--- src/rtl/opfm_pkg.sv ---
package opfm_pkg;

   // Which percussion substitution applies to the current strobe
   typedef enum logic [1:0] {
      ROLE_PLAIN = 2'd0,
      ROLE_HAT   = 2'd1,
      ROLE_SNARE = 2'd2,
      ROLE_CYM   = 2'd3
   } perc_role_e;

   localparam int unsigned HAT_LOW_ON  = 9'h0D0;
   localparam int unsigned HAT_LOW_OFF = 9'h034;
   localparam int unsigned CYM_LOW     = 9'h080;

endpackage

--- src/rtl/opfm_noise_lfsr.sv ---
module opfm_noise_lfsr #(
   parameter int unsigned WIDTH = 23,
   parameter int unsigned TAP   = 14,
   parameter logic [WIDTH-1:0] SEED = 1
) (
   input  logic clk,
   input  logic rst_n,
   input  logic step,
   output logic noise_bit
);

   if (TAP == 0 || TAP >= WIDTH) begin : g_bad_tap
      $error("opfm_noise_lfsr: TAP must lie in 1..WIDTH-1");
   end
   if (SEED == '0) begin : g_bad_seed
      $error("opfm_noise_lfsr: SEED must be nonzero");
   end

   logic [WIDTH-1:0] sr_q;
   logic             feed;

   assign feed      = sr_q[TAP] ^ sr_q[0];
   assign noise_bit = sr_q[0];

   always_ff @(posedge clk) begin
      if (!rst_n)      sr_q <= SEED;
      else if (step)   sr_q <= {feed, sr_q[WIDTH-1:1]};
   end

   // a nonzero seed can never reach the all-zero lock-up state
   a_r5_never_zero: assert property (@(posedge clk) disable iff (!rst_n)
      sr_q != '0);

   // the register only moves when a strobe steps it
   a_r5_hold_idle: assert property (@(posedge clk) disable iff (!rst_n)
      !step |=> $stable(sr_q));

endmodule

--- src/rtl/opfm_phase_store.sv ---
module opfm_phase_store #(
   parameter int unsigned NUM_SLOTS = 36,
   parameter int unsigned ACC_W     = 19,
   parameter int unsigned PH_W      = 10,
   parameter int unsigned FNUM_W    = 10,
   parameter int unsigned BLK_W     = 3,
   parameter int unsigned MUL_W     = 5,
   localparam int unsigned SLOT_W   = $clog2(NUM_SLOTS),
   localparam int unsigned SH_W     = FNUM_W + (1 << BLK_W) - 1,
   localparam int unsigned PROD_W   = SH_W - 1 + MUL_W
) (
   input  logic              clk,
   input  logic              rst_n,
   input  logic              wr_en,
   input  logic [SLOT_W-1:0] slot,
   input  logic [FNUM_W-1:0] fnum,
   input  logic [BLK_W-1:0]  block,
   input  logic [MUL_W-1:0]  mult,
   input  logic              clr,
   output logic [PH_W-1:0]   phase_old
);

   localparam int unsigned FRAC_W = ACC_W - PH_W;

   if (PH_W >= ACC_W) begin : g_bad_width
      $error("opfm_phase_store: accumulator must be wider than phase");
   end
   if (PROD_W - 1 < ACC_W) begin : g_bad_prod
      $error("opfm_phase_store: increment narrower than accumulator");
   end

   logic [ACC_W-1:0]  acc_q [NUM_SLOTS];
   logic [NUM_SLOTS-1:0] hit;
   logic [SH_W-1:0]   shifted;
   logic [PROD_W-1:0] prod;
   logic [ACC_W-1:0]  inc;
   logic [ACC_W-1:0]  cur;
   logic [ACC_W-1:0]  nxt;

   // one write-enable per slot
   for (genvar g = 0; g < NUM_SLOTS; g++) begin : g_hit
      assign hit[g] = wr_en && (slot == SLOT_W'(g));
   end

   always_comb begin
      shifted = SH_W'(fnum) << block;
      prod    = PROD_W'(shifted >> 1) * PROD_W'(mult);
      inc     = prod[ACC_W:1];
      cur     = (int'(slot) < NUM_SLOTS) ? acc_q[slot] : '0;
      nxt     = (clr ? '0 : cur) + inc;
   end

   assign phase_old = cur[ACC_W-1:FRAC_W];

   always_ff @(posedge clk) begin
      if (!rst_n) begin
         for (int i = 0; i < NUM_SLOTS; i++) acc_q[i] <= '0;
      end else begin
         for (int i = 0; i < NUM_SLOTS; i++) begin
            if (hit[i]) acc_q[i] <= nxt;
         end
      end
   end

   // at most one accumulator written per strobe
   a_r2_single_write: assert property (@(posedge clk) disable iff (!rst_n)
      $onehot0(hit));

   // a cleared zero-increment update leaves the slot at zero
   a_r4_clear_zero: assert property (@(posedge clk) disable iff (!rst_n)
      (wr_en && clr && (fnum == '0) && (int'(slot) < NUM_SLOTS))
      |=> (acc_q[$past(slot)] == '0));

endmodule

--- src/rtl/opfm_perc_phase.sv ---
module opfm_perc_phase
   import opfm_pkg::*;
#(
   parameter int unsigned NUM_SLOTS = 36,
   parameter int unsigned PH_W      = 10,
   parameter int unsigned HAT_SLOT  = 13,
   parameter int unsigned SNR_SLOT  = 16,
   parameter int unsigned CYM_SLOT  = 17,
   localparam int unsigned SLOT_W   = $clog2(NUM_SLOTS)
) (
   input  logic              clk,
   input  logic              rst_n,
   input  logic              en,
   input  logic [SLOT_W-1:0] slot,
   input  logic              rhythm,
   input  logic              noise_bit,
   input  logic [PH_W-1:0]   acc_phase,
   output logic [PH_W-1:0]   phase_out,
   output perc_role_e        role
);

   if (PH_W < 10) begin : g_bad_ph
      $error("opfm_perc_phase: phase must be at least 10 bits");
   end
   if (HAT_SLOT >= NUM_SLOTS || SNR_SLOT >= NUM_SLOTS || CYM_SLOT >= NUM_SLOTS) begin : g_bad_slot
      $error("opfm_perc_phase: percussion slot out of range");
   end

   logic [3:0] hat_q, hat_n;   // {h8, h7, h3, h2}
   logic [1:0] cym_q, cym_n;   // {c5, c3}
   logic       is_hat, is_snr, is_cym;
   logic       mix;

   assign is_hat = (slot == SLOT_W'(HAT_SLOT));
   assign is_snr = (slot == SLOT_W'(SNR_SLOT));
   assign is_cym = (slot == SLOT_W'(CYM_SLOT));

   // read-through: a strobe sees the bits it samples itself
   always_comb begin
      hat_n = hat_q;
      cym_n = cym_q;
      if (en && is_hat)           hat_n = {acc_phase[8], acc_phase[7], acc_phase[3], acc_phase[2]};
      if (en && is_cym && rhythm) cym_n = {acc_phase[5], acc_phase[3]};
   end

   always_ff @(posedge clk) begin
      if (!rst_n) begin
         hat_q <= '0;
         cym_q <= '0;
      end else begin
         hat_q <= hat_n;
         cym_q <= cym_n;
      end
   end

   assign mix = (hat_n[0] ^ hat_n[2]) | (hat_n[1] ^ cym_n[1]) | (cym_n[0] ^ cym_n[1]);

   always_comb begin
      role = ROLE_PLAIN;
      if (rhythm) begin
         if (is_hat)      role = ROLE_HAT;
         else if (is_snr) role = ROLE_SNARE;
         else if (is_cym) role = ROLE_CYM;
      end
   end

   always_comb begin
      phase_out = acc_phase;
      case (role)
         ROLE_HAT:   phase_out = PH_W'({mix, 9'h000})
                               | ((mix ^ noise_bit) ? PH_W'(HAT_LOW_ON) : PH_W'(HAT_LOW_OFF));
         ROLE_SNARE: phase_out = PH_W'({hat_n[3], hat_n[3] ^ noise_bit, 8'h00});
         ROLE_CYM:   phase_out = PH_W'({mix, 9'h000}) | PH_W'(CYM_LOW);
         default:    phase_out = acc_phase;
      endcase
   end

   // cymbal bits are not resampled while percussion mode is off
   a_r6_cym_hold: assert property (@(posedge clk) disable iff (!rst_n)
      (en && !rhythm) |=> $stable(cym_q));

   // hat bits change only on a hat-slot strobe
   a_r6_hat_hold: assert property (@(posedge clk) disable iff (!rst_n)
      !(en && is_hat) |=> $stable(hat_q));

endmodule

--- src/rtl/opfm_phase_gen.sv ---
module opfm_phase_gen
   import opfm_pkg::*;
#(
   parameter int unsigned NUM_SLOTS = 36,
   parameter int unsigned ACC_W     = 19,
   parameter int unsigned PH_W      = 10,
   parameter int unsigned FNUM_W    = 10,
   parameter int unsigned BLK_W     = 3,
   parameter int unsigned MUL_W     = 5,
   parameter int unsigned NOISE_W   = 23,
   parameter int unsigned NOISE_TAP = 14,
   localparam int unsigned SLOT_W   = $clog2(NUM_SLOTS)
) (
   input  logic              clk,
   input  logic              rst_n,
   input  logic              strobe_i,
   input  logic [SLOT_W-1:0] slot_i,
   input  logic [FNUM_W-1:0] fnum_i,
   input  logic [BLK_W-1:0]  block_i,
   input  logic [MUL_W-1:0]  mult_i,
   input  logic              ph_clr_i,
   input  logic              rhythm_i,
   output logic [PH_W-1:0]   phase_o,
   output logic              valid_o
);

   logic [PH_W-1:0] acc_phase;
   logic [PH_W-1:0] mixed_phase;
   logic            noise_bit;
   perc_role_e      role, role_q;

   opfm_phase_store #(
      .NUM_SLOTS(NUM_SLOTS), .ACC_W(ACC_W), .PH_W(PH_W),
      .FNUM_W(FNUM_W), .BLK_W(BLK_W), .MUL_W(MUL_W)
   ) u_store (
      .clk(clk), .rst_n(rst_n), .wr_en(strobe_i), .slot(slot_i),
      .fnum(fnum_i), .block(block_i), .mult(mult_i), .clr(ph_clr_i),
      .phase_old(acc_phase)
   );

   opfm_noise_lfsr #(
      .WIDTH(NOISE_W), .TAP(NOISE_TAP), .SEED(NOISE_W'(1))
   ) u_noise (
      .clk(clk), .rst_n(rst_n), .step(strobe_i), .noise_bit(noise_bit)
   );

   opfm_perc_phase #(
      .NUM_SLOTS(NUM_SLOTS), .PH_W(PH_W)
   ) u_perc (
      .clk(clk), .rst_n(rst_n), .en(strobe_i), .slot(slot_i),
      .rhythm(rhythm_i), .noise_bit(noise_bit), .acc_phase(acc_phase),
      .phase_out(mixed_phase), .role(role)
   );

   always_ff @(posedge clk) begin
      if (!rst_n) begin
         phase_o <= '0;
         valid_o <= 1'b0;
         role_q  <= ROLE_PLAIN;
      end else begin
         valid_o <= strobe_i;
         if (strobe_i) begin
            phase_o <= mixed_phase;
            role_q  <= role;
         end
      end
   end

   // result valid exactly one cycle after each strobe
   a_r1_valid_follows: assert property (@(posedge clk) disable iff (!rst_n)
      strobe_i |=> valid_o);
   a_r1_valid_only: assert property (@(posedge clk) disable iff (!rst_n)
      !strobe_i |=> !valid_o);

   // hat phase low bits are one of the two fixed patterns
   a_r7_hat_pattern: assert property (@(posedge clk) disable iff (!rst_n)
      (valid_o && role_q == ROLE_HAT) |->
      (phase_o[8:0] == 9'h0D0 || phase_o[8:0] == 9'h034));

   // snare phase has no bits below bit 8
   a_r8_snare_low: assert property (@(posedge clk) disable iff (!rst_n)
      (valid_o && role_q == ROLE_SNARE) |-> (phase_o[7:0] == 8'h00));

   // cymbal phase low bits fixed
   a_r9_cym_low: assert property (@(posedge clk) disable iff (!rst_n)
      (valid_o && role_q == ROLE_CYM) |-> (phase_o[8:0] == 9'h080));

endmodule

--- config.mk ---
export PLATFORM = sky130hd
export DESIGN_NAME = opfm_phase_gen
export DESIGN_NICKNAME = d
export VERILOG_FILES = /design/src/rtl/opfm_pkg.sv /design/src/rtl/opfm_noise_lfsr.sv /design/src/rtl/opfm_phase_store.sv /design/src/rtl/opfm_perc_phase.sv /design/src/rtl/opfm_phase_gen.sv
export SDC_FILE = /design/constraint.sdc
export NUM_CORES = 1
export LEC_CHECK = 0
export CORE_UTILIZATION = 30
export DETAILED_ROUTE_END_ITERATION = 8
export PLACE_DENSITY = 0.53
export SYNTH_ARGS = -nofsm -noshare
export SYNTH_HDL_FRONTEND = slang
export SYNTH_HIERARCHICAL = 1
export SYNTH_SLANG_ARGS = --single-unit
--- constraint.sdc ---
create_clock -name clk -period 9.6 [get_ports clk]
set_input_delay 1.92 -clock clk [delete_from_list [all_inputs] [get_ports clk]]
set_output_delay 1.92 -clock clk [all_outputs]
set_load 0.05 [all_outputs]
## Yosys cells after proc, flatten, opt, wreduce, memory -nomap -nowiden

Memory sizes are Yosys's and may differ from the RTL's.
Cells that the tools add are included.

- Memories kept: 1
- RAM bits: 684
- Output and inout bits: 11
- Register bits after elaboration: 40
- Input port bits: 29
- Word-level logic and storage cells: 286

- Magnitude comparators: 1
- Bitwise logic cells: 45
- Mux-type cells: 155
- Add/subtract/negate cells: 1
- Reductions and logical operators: 38
- Equal/unequal tests: 38
- Multipliers: 1
- Shifts and indexed selects: 1

Memories:

| name | depth | bits a word | rd ports | clocked after Yosys merged registers in | wr ports | RTL line | text |
|---|---|---|---|---|---|---|---|
| u_store.acc_q | 36 | 19 | 1 | 0 | 36 | opfm_phase_store.sv:32 | `logic [ACC_W-1:0] acc_q [NUM_SLOTS];` |

Operators with widths:

| kind | count |
|---|---|
| $mux 19 | 38 |
| $mux 1 | 109 |
| $eq 6x5->1 const B | 16 |
| $eq 6x4->1 const B | 8 |
| $or 1x1->1 | 38 |
| $logic_and 1x1->1 | 37 |
| $pmux 10 s3 | 1 |
| $eq 6x3->1 const B | 4 |
| $eq 6x6->1 const B | 4 |
| $mul 16x5->20 | 1 |
| $add 19x19->19 | 1 |
| $shl 10x3->17 | 1 |
| $eq 6x2->1 const B | 2 |
| $mux 2 | 5 |
| $or 10x10->10 | 1 |
| $mux 8 | 1 |
| $eq 6x1->1 const B | 1 |
| $logic_not 6->1 | 1 |
| $lt 6x6->1 const B | 1 |
| $xor 1x1->1 | 6 |
| $eq 2x2->1 const B | 2 |
| $mux 4 | 1 |
| $eq 2x1->1 const B | 1 |

## Logic depth before layout (Yosys ltp)

Gate-level depths: netlist of the first run.

- Depth after elaboration: 11
- Depth in mapped cells: 31
- Depth with buffers taken out: 28

## Hierarchy

Netlist of the first run, hierarchy kept.

Modules (own cells, without submodules):

| module | area each (um^2) | cells an instance | sequential area each (um^2) | times used |
|---|---|---|---|---|
| opfm_phase_store | 33350.7 | 2433 | 20539.7 | 1 |
| opfm_noise_lfsr | 893.4 | 75 | 460.4 | 1 |
| opfm_perc_phase | 558.0 | 66 | 120.1 | 1 |
| opfm_phase_gen | 405.4 | 34 | 220.2 | 1 |

## Worst setup path before layout of the first run

OpenSTA, ideal clock, no wires.

- Path kind: input-to-reg
- Start point: input port block_i[1]
- End point: memory u_store.acc_q[34][17] (data pin)
- Path buffers: 4
- Stages on the path: 28
- Arrival time: 8.142 ns
- Setup time: 0.263 ns
- Data required time: 9.337 ns
- Slack: 1.195 ns
- Path through: buf_2 -> buf_1 -> mux4_2 -> mux2i_1 -> nor2b_1 -> fa_1 -> fa_1 -> inv_1 -> fa_1 -> inv_1 -> ha_1 -> a21o_1 -> a21o_1 -> a221o_1 -> a41oi_1 -> o21ai_0 -> a21oi_1 -> xnor2_1 -> ha_1 -> nor2b_1 -> o21ai_0 -> nand2b_1 -> or3_1 -> mux2i_1 -> or2_2 -> buf_2 -> buf_2 -> nor2_1

RTL lines:

| element | RTL line | text |
|---|---|---|
| from (decl) | opfm_phase_gen.sv:19 | `input logic [BLK_W-1:0] block_i,` |
| to (decl) | opfm_phase_store.sv:32 |  |

==> flow_summary.toml, run 1 <==
[critical_path]
cpPeakStageDelay_ps = 790
timing.rr.end = "u_store/acc_q[8][7]"
reg2reg_depth = 17
critPathRequiredTime_ps = 9950
cp_num_buf_inv = 5
worst_path_dominant_cell_family = "adder cells"
slowest_stage = "clkdlybuf4s50_1"
startpoint_type = "input port"
critical_path.max_fanout = 35
timing.rr.start = "u_store/acc_q[28][1]"
end_kind = "flip-flop"
r2r_slack_ps = 4660
crit_type = "input port to flip-flop"
arrival_ps = 9190

[yosys]
muxShareOfSynthArea_pct = 15.6
synth_edf_count = 684
synth.avg_cell_area_um2 = 13.5
synth_xor_xnor_area_share_pct = 0.960
synth-simple-area-share_pct = 12.9
yosysSeqAreaShare_pct = 60.6
synth_compound_area_share_pct = 2.40
synthesis.area_um2 = 35200
async_flop_share_pct = 0
ys_warn_count = 6
synth-adder-area-share_pct = 4.02
synth_top_family_by_area = "multiplexers"
synth_cells = 2608
syn-num-nets = 2725
synth_cell_types = 73
synth_ff_type = "edfxtp_1"
ys_seq_elements = 724

[hold_path]
hold_path_depth = 2
min_from = "u_noise/sr_q[1]"
worstHoldEndpoint = "u_noise/sr_q[0]"
min_path_type = "flip-flop to flip-flop"

[cts]
h-tree-depth = 3
postCtsResizedCells = 0
post_cts_buffers = 0
clk_transition_reported_paths_ps = 60
clock_path_buffers = 3
cts_root_buf = "clkbuf_16"
cts_buffers = 78
ctsHoldBuffers = 0
cts_tree = "yes"
clock_latency_ps = 620
cts_num_sinks = 724

[global_route]
grt_pass1_wl_mm = 141
grt.total_usage_pct = 16.0
antenna_found_initial = 0
grt_overflow_total = 0
grt_max_degree = 69
grt_pass1_vias = 21300

[route]
ant_nets = 0
vias = 21100
drc_errors = 0
totalWireLength_mm = 95.2
wl_per_cell_um = 22.7
dr.pass1.iters = 5
drt_iter0_markers = 1670
viasPerCell = 5.04

[final_layout]
layout-drive-gt1-share_pct = 16.6
fin_util_pct = 34.2
area_growth_pct = 13.0
nets = 2725
n_antenna_cell = 0
stdcell_count = 4192

[sta]
rsz0062_at_grt = "no"
setup_viol = 0
slew_headroom_pct = 15.0
max_freq_mhz = 113
period_needed_ps = 8850
timing.final.crit_share_pct = 92.2
tightest_slew_ps = 1270
fin_skew_ps = 21.6
tns_ps = 0
final_hold_viol_count = 0
report.final.slew_viol_count = 0

[run]
maxCapViolCount = 0

[floorplanning]
row_count = 125
die_w_um = 345
die-area_um2 = 119000
die_y_um = 345
pin_count = 40
coreArea_um2 = 116000
initial_core_util_pct = 30.3

[power_and_ir_drop]
cellPowerDensity_nw_per_um2 = 220
cellInternalPower_mw = 5.91
power_frac_clock_pct = 33.1
p_sw_mw = 2.83
p_comb_share_pct = 24.9
vdd_drop_max_mv = 0.310
pwr-share-seq_pct = 42.0
swShare_pct = 32.4
p_leak_nw = 14.3

[place]
io_buffers = 39
place_congestion = 0.801
dp_hpwl_mm = 60.0
dp_cells = 4052

[outcome]
status = "finished clean"
[placed cells by master (no fill, tap or decap), types with 23 or more instances in the layout]
master,count
nor2_1,696
edfxtp_1,684
mux4_2,200
nand2_1,117
inv_1,87
clkbuf_16,84
mux2i_1,82
buf_4,68
nor2b_1,66
a21oi_1,46
ha_1,46
nand3_1,45
fa_1,42
dfxtp_1,40
clkdlybuf4s50_1,31
nor3_1,31
and2_1,23
[Yosys cell counts (35+ instances only)]
cell / number / area share [%]
ha_1: 46 / 1.6
nand2_1: 117 / 1.2
edfxtp_1: 684 / 58
dfxtp_1: 40 / 2.3
nor2_1: 696 / 7.4
buf_2: 35 / 0.50
fa_1: 42 / 2.4
clkbuf_1: 129 / 1.4
inv_1: 87 / 0.93
mux2i_1: 83 / 2.4
nor2b_1: 68 / 1.2
a21oi_1: 46 / 0.65
nand3_1: 46 / 0.65
mux4_2: 200 / 13
[cell families (layout without fill, tap and decap cells)]
logic type      Yosys count  count (layout)
compound gates          130             130
mux                     293             293
xor+xnor                 36              36
flops                   724             724
simple gates           1056            1056
buf+inv                 281             341
fa+ha+maj                88              88
[worst max path at each step]
| stage | startpoint | end | slack, ps | depth (start not counted) |
|---|---|---|---|---|
| 2_1_floorplan | block_i[1] | u_store/acc_q[34][17] | 1190 | 28 |
| 3_3_place_gp | block_i[1] | u_store/acc_q[8][18] | 340 | 26 |
| 3_5_place_dp | block_i[1] | u_store/acc_q[0][18] | 210 | 28 |
| 4_1_cts | block_i[1] | u_store/acc_q[0][18] | 830 | 28 |
| 5_1_grt | block_i[1] | u_store/acc_q[20][18] | 280 | 28 |
| 6_report | block_i[1] | u_store/acc_q[14][18] | 750 | 28 |
[state kept, by name, indices dropped and copies added (netlist names)]
name and flops:
u_perc/cym_q 2, phase_o 10, u_perc/hat_q 4, valid_o 1, u_store/acc_q 684, u_noise/sr_q 23
[power by group through the flow]
stage	clock [mW]	sequential, mW	combinational (mW)
2_1_floorplan	0	3.73	1.33
3_3_place_gp	0	3.73	2.18
3_5_place_dp	0	3.74	2.19
4_1_cts	2.96	3.67	2.20
5_1_grt	3.06	3.69	2.35
6_report	2.90	3.67	2.17
[final cells by class]
class	instances	area (um^2)
clock inverters	34	230
repair buffers	112	1010
fillers	11300	76400
clock buffers	106	2200
flip-flops and latches	724	21300
multi-input cells	1603	12700
well taps	1524	1910
inverters	89	334
[worst reg2reg max path, stage by stage, from the launching register on]
cell      delay [ps]
edfxtp_1         370
mux4_1           550
mux4_2           510
mux2_2           310
mux2i_1          120
nand2b_1         180
inv_2             40
ha_1             280
a21oi_1          160
o21ai_1          110
a21oi_1          190
inv_1             50
a21oi_1          230
o21bai_1          90
a21oi_1          340
xor2_4           610
buf_4            400
nor2_1           110
[metrics by stage]
step	area (um^2)	hold slack [ps]	total power [mW]	setup slack, ps
after floorplan	35200	444	5.06	1190
after global routing	39800	529	9.10	283
after CTS	39800	492	8.83	831
after global placement	37300	470	5.92	336
after detailed placement	37300	470	5.93	208
final	39800	487	8.74	752
[per-layer routing]
metal	up-vias	part of all wire, %	global-route usage (%)
met5	-	0	0
met4	0	2.7	5.20
met3	118	5.5	2.00
met2	617	49	26.4
met1	11000	43	22.0
li1	9420	-	-
(Power assumes the default switching activity.)
==> run 2: changes to the inputs <==
Clock period 9.6 ns to 8.54 ns, I/O delays scaled along.
==> flow_summary.toml, run 2 (synthesis gave the netlist of run 1 again) <==
[final_layout]
layout-drive-gt1-share_pct = 18.0
largest_reg_flops = 684
ff_latch_area_um2 = 21300
top_register = "u_store/acc_q"
fin_util_pct = 34.7
multi_input_area_um2 = 12700
nets = 2760
area_growth_pct = 14.6
fill_cells = 11300
reg_top3 = "u_store/acc_q (684), u_noise/sr_q (23), phase_o (10)"
n_antenna_cell = 0
layout_commonest_cell = "nor2_1"
final_cell_mix = "nor2_1 (695), edfxtp_1 (684), mux4_2 (200)"

[cts]
h-tree-depth = 3
clk_transition_reported_paths_ps = 60
ctsHoldBuffers = 0
cts_num_sinks = 724
cts_buffers = 78
post_cts_buffers = 0
cts_tree = "yes"
postCtsResizedCells = 0
clock_latency_ps = 640
clock_path_buffers = 3
cts_root_buf = "clkbuf_16"

[sta]
tightest_slew_ps = 1190
max_freq_mhz = 125
report.final.slew_viol_count = 0
setup_viol = 0
fin_skew_ps = 40.5
fin_ws_ps = 555
final_hold_viol_count = 0
timing.final.crit_share_pct = 93.5
slew_headroom_pct = 20.0
period_needed_ps = 7990
timing.hold.ws_ps = 477
rsz0062_at_grt = "no"

[critical_path]
critPathRequiredTime_ps = 8900
timing.rr.end = "u_store/acc_q[4][16]"
slowest_stage = "clkdlybuf4s50_1"
crit_top_cell = "a21oi_1"
crit_type = "input port to flip-flop"
critical_path.max_fanout = 29
r2r_slack_ps = 3860
setup.worst_path.start = "block_i[0]"
arrival_ps = 8350
end_kind = "flip-flop"
cpPeakStageDelay_ps = 620
reg2reg_depth = 20
crit_end = "u_store/acc_q[4][16]"
timing.rr.start = "u_store/acc_q[16][0]"
startpoint_type = "input port"

[outcome]
status = "finished clean"

[route]
totalWireLength_mm = 94.6
wl_per_cell_um = 22.4
drt_iter0_markers = 1786
ant_nets = 0
viasPerCell = 4.98
drc_errors = 0
vias = 21100
dr.pass1.iters = 6

[global_route]
antenna_found_initial = 1
grt.total_usage_pct = 15.9
grt_pass1_wl_mm = 140
grt_pass1_vias = 21200
grt_overflow_total = 0
grt_max_degree = 78

[floorplanning]
die_w_um = 345
pin_count = 40
die_y_um = 345
initial_core_util_pct = 30.3
die-area_um2 = 119000
coreArea_um2 = 116000
row_count = 125

[place]
dp_hpwl_mm = 60.6
io_buffers = 39
place_congestion = 0.802
dp_slack_ps = -80.4

[hold_path]
min_path_type = "flip-flop to flip-flop"

[power_and_ir_drop]
p_leak_nw = 14.6
cellPowerDensity_nw_per_um2 = 253
vdd_drop_max_mv = 0.445

[run]
maxCapViolCount = 0
[run 2: cell types whose count changed in the layout (fill, tap and decap cells not counted), moves of 2 or more]
cell and change:
clkbuf_8 -2, clkbuf_16 -4, buf_4 +24, clkbuf_1 -4, bufinv_16 +7, buf_12 +11, clkinv_2 +4
[run 2: final cells by class]
| cell class | instances | share of cell area, % |
|---|---|---|
| Inverter | 89 | 0.828 |
| Sequential cell | 724 | 52.9 |
| Multi-Input combinational cell | 1603 | 31.6 |
| Timing Repair Buffer | 147 | 3.50 |
| Clock buffer | 96 | 5.11 |
| Clock inverter | 50 | 1.33 |
| Tap cell | 1524 | 4.73 |
[run 2: metal layers]
layer	part of all wire, %	global-route usage [%]	vias up
met5	0	0	-
met4	3.0	5.33	0
met3	5.4	1.80	137
met2	48	26.2	602
met1	44	21.8	10800
li1	-	-	9500
[run 2: critical path: cells and delay by family]
kind / cells / cell delay [ps]
XOR/XNOR: 2 / 320
multiplexers: 1 / 560
AO/OA/AOI/OAI: 14 / 2450
AND/OR/NAND/NOR: 2 / 190
adder cells (fa/ha/maj): 5 / 2030
buffers and inverters: 5 / 1060
[run 2: through the flow]
| stage | std cells | total power, mW | area [um^2] | TNS [ps] |
|---|---|---|---|---|
| final | 4233 | 10.2 | 40300 | 0 |
| after global routing | 4233 | 10.6 | 40300 | 0 |
| after CTS | 4233 | 10.3 | 40300 | 0 |
| after detailed placement | 4087 | 6.87 | 37700 | -2380 |
| after global placement | 4087 | 6.87 | 37700 | -245 |
| after floorplan | 2608 | 5.69 | 35200 | 0 |
[run 2: worst min-delay path by stage]
stage                          startpoint  depth (start not counted)  slack, ps               to
after floorplan           u_noise/sr_q[1]                          2        440  u_noise/sr_q[0]
after global placement    u_noise/sr_q[1]                          2        470  u_noise/sr_q[0]
after detailed placement  u_noise/sr_q[1]                          2        460  u_noise/sr_q[0]
after CTS                 u_noise/sr_q[1]                          2        480  u_noise/sr_q[0]
after global routing      u_perc/hat_q[2]                          2        520  u_perc/hat_q[2]
final                     u_noise/sr_q[1]                          2        480  u_noise/sr_q[0]
[run 2: power breakdown]
part | switching [mW] | internal (mW) | total, mW | leakage, nW
Sequential | 0.0442 | 4.08 | 4.13 | 7.38
Clock | 1.43 | 2.01 | 3.44 | 1.27
Combinational | 1.80 | 0.854 | 2.65 | 5.98
Total | 3.27 | 6.95 | 10.2 | 14.6
==> run 3: changes to the inputs <==
Clock period 8.54 ns to 8.2 ns, I/O delays scaled along.
==> flow_summary.toml, run 3 (synthesis gave the netlist of run 1 again) <==
[outcome]
status = "finished clean"

[final_layout]
top_register = "u_store/acc_q"
largest_reg_flops = 684
final_cell_mix = "nor2_1 (695), edfxtp_1 (684), mux4_2 (200)"
fin_area_um2 = 40600
reg_top3 = "u_store/acc_q (684), u_noise/sr_q (23), phase_o (10)"
layout-drive-gt1-share_pct = 19.0
layout_commonest_cell = "nor2_1"
area_growth_pct = 15.4
fill_cells = 11200
nets = 2802
n_antenna_cell = 0

[critical_path]
crit_type = "input port to flip-flop"
critPathRequiredTime_ps = 8550
arrival_ps = 8140
r2r_slack_ps = 3390
critical_path.max_fanout = 13
startpoint_type = "input port"
crit_top_cell = "a21oi_1"
end_kind = "flip-flop"
slowest_stage = "fa_1"
cpPeakStageDelay_ps = 550

[sta]
period_needed_ps = 7800
tightest_slew_ps = 1280
rsz0062_at_grt = "no"
slew_headroom_pct = 13.9
max_freq_mhz = 128
final_hold_viol_count = 0
report.final.slew_viol_count = 0
fin_skew_ps = 27.2
timing.hold.ws_ps = 487
timing.final.crit_share_pct = 95.1
setup_viol = 0

[cts]
cts_root_buf = "clkbuf_16"
clk_transition_reported_paths_ps = 60
clock_path_buffers = 3
cts_tree = "yes"
clock_latency_ps = 630
cts_num_sinks = 724
h-tree-depth = 3
ctsHoldBuffers = 0
cts_buffers = 79

[route]
ant_nets = 0
drc_errors = 0
vias = 21400
viasPerCell = 5.02
totalWireLength_mm = 96.8
dr.pass1.iters = 5
drt_iter0_markers = 2023
wl_per_cell_um = 22.7

[run]
maxCapViolCount = 0

[floorplanning]
die_w_um = 345
die_y_um = 345
coreArea_um2 = 116000
row_count = 125
pin_count = 40
initial_core_util_pct = 30.3
die-area_um2 = 119000

[power_and_ir_drop]
p_leak_nw = 14.8
vdd_drop_max_mv = 0.320
fin_total_pwr_mw = 10.8
cellPowerDensity_nw_per_um2 = 265

[hold_path]
min_path_type = "flip-flop to flip-flop"

[global_route]
grt_pass1_vias = 21400
grt_overflow_total = 0
grt_max_degree = 61
grt.total_usage_pct = 16.2
antenna_found_initial = 0
grt_pass1_wl_mm = 143

[place]
dp_hpwl_mm = 61.2
io_buffers = 39
place_congestion = 0.795
place_area_um2 = 38000
run 3: changes by cell type in the layout (fill, tap and decap cells not counted), sizes merged:
| cell | change |
|---|---|
| buf | +40 |
| clkbuf | -2 |
| bufinv | -1 |
| clkdlybuf4s50 | -1 |
| clkinv | -1 |
| dlymetal6s2s | +1 |
| inv | +1 |
run 3: stage by stage:
stage | setup WS (ps) | instances | util [%] | setup TNS [ps]
after floorplan | 74.6 | 2608 | - | 0
after global placement | -288 | 4125 | 32.7 | -21700
after detailed placement | -312 | 4125 | 32.7 | -28790
after CTS | 335 | 4267 | 34.9 | 0
after global routing | 48.7 | 4270 | 35.0 | 0
final | 404 | 4270 | 35.0 | 0
run 3: layout make-up:
type	instances	area, um^2	area share, %
clock buffer	93	2070	5.10
clock inverter	49	452	1.11
inverter	89	334	0.823
multi-input combinational	1603	12700	31.4
sequential	724	21300	52.5
tap	1524	1910	4.69
timing repair buffer	188	1770	4.35
run 3: path summary, 6_finish.rpt:
path | from | to | cells past startpoint
worst min-delay path | u_noise/sr_q[1] | u_noise/sr_q[0] | 2
worst max register to register | u_store/acc_q[16][4] | u_store/acc_q[32][16] | 19
worst max-delay path | block_i[1] | u_store/acc_q[32][16] | 33
worst min register to register | u_noise/sr_q[1] | u_noise/sr_q[0] | 2
run 3: worst max-delay path, delay by kind of cell:
family | cells | cell delay, ps
AO/OA/AOI/OAI | 14 | 2260
XOR/XNOR | 2 | 350
adder cells (fa/ha/maj) | 5 | 2030
buffers and inverters | 8 | 1440
AND/OR/NAND/NOR | 4 | 420
run 3: power by group:
part / switching [mW] / internal (mW)
Clock: 1.47 / 2.06
Sequential: 0.0457 / 4.25
Combinational: 1.93 / 1.01
Total: 3.45 / 7.32
run 3: timing repair:
| action | 4_1_cts | 5_1_grt |
|---|---|---|
| resized for setup | 0 | 4 |
| setup endpoints to repair | 0 | 44 |
| setup buffers | 0 | 1 |
run 3: per-layer routing:
| metal | track usage (%) | wire length (um) |
|---|---|---|
| met3 | 2.23 | 5570 |
| met5 | 0 | 0 |
| met4 | 4.00 | 1990 |
| met1 | 22.2 | 41800 |
| met2 | 27.1 | 47400 |
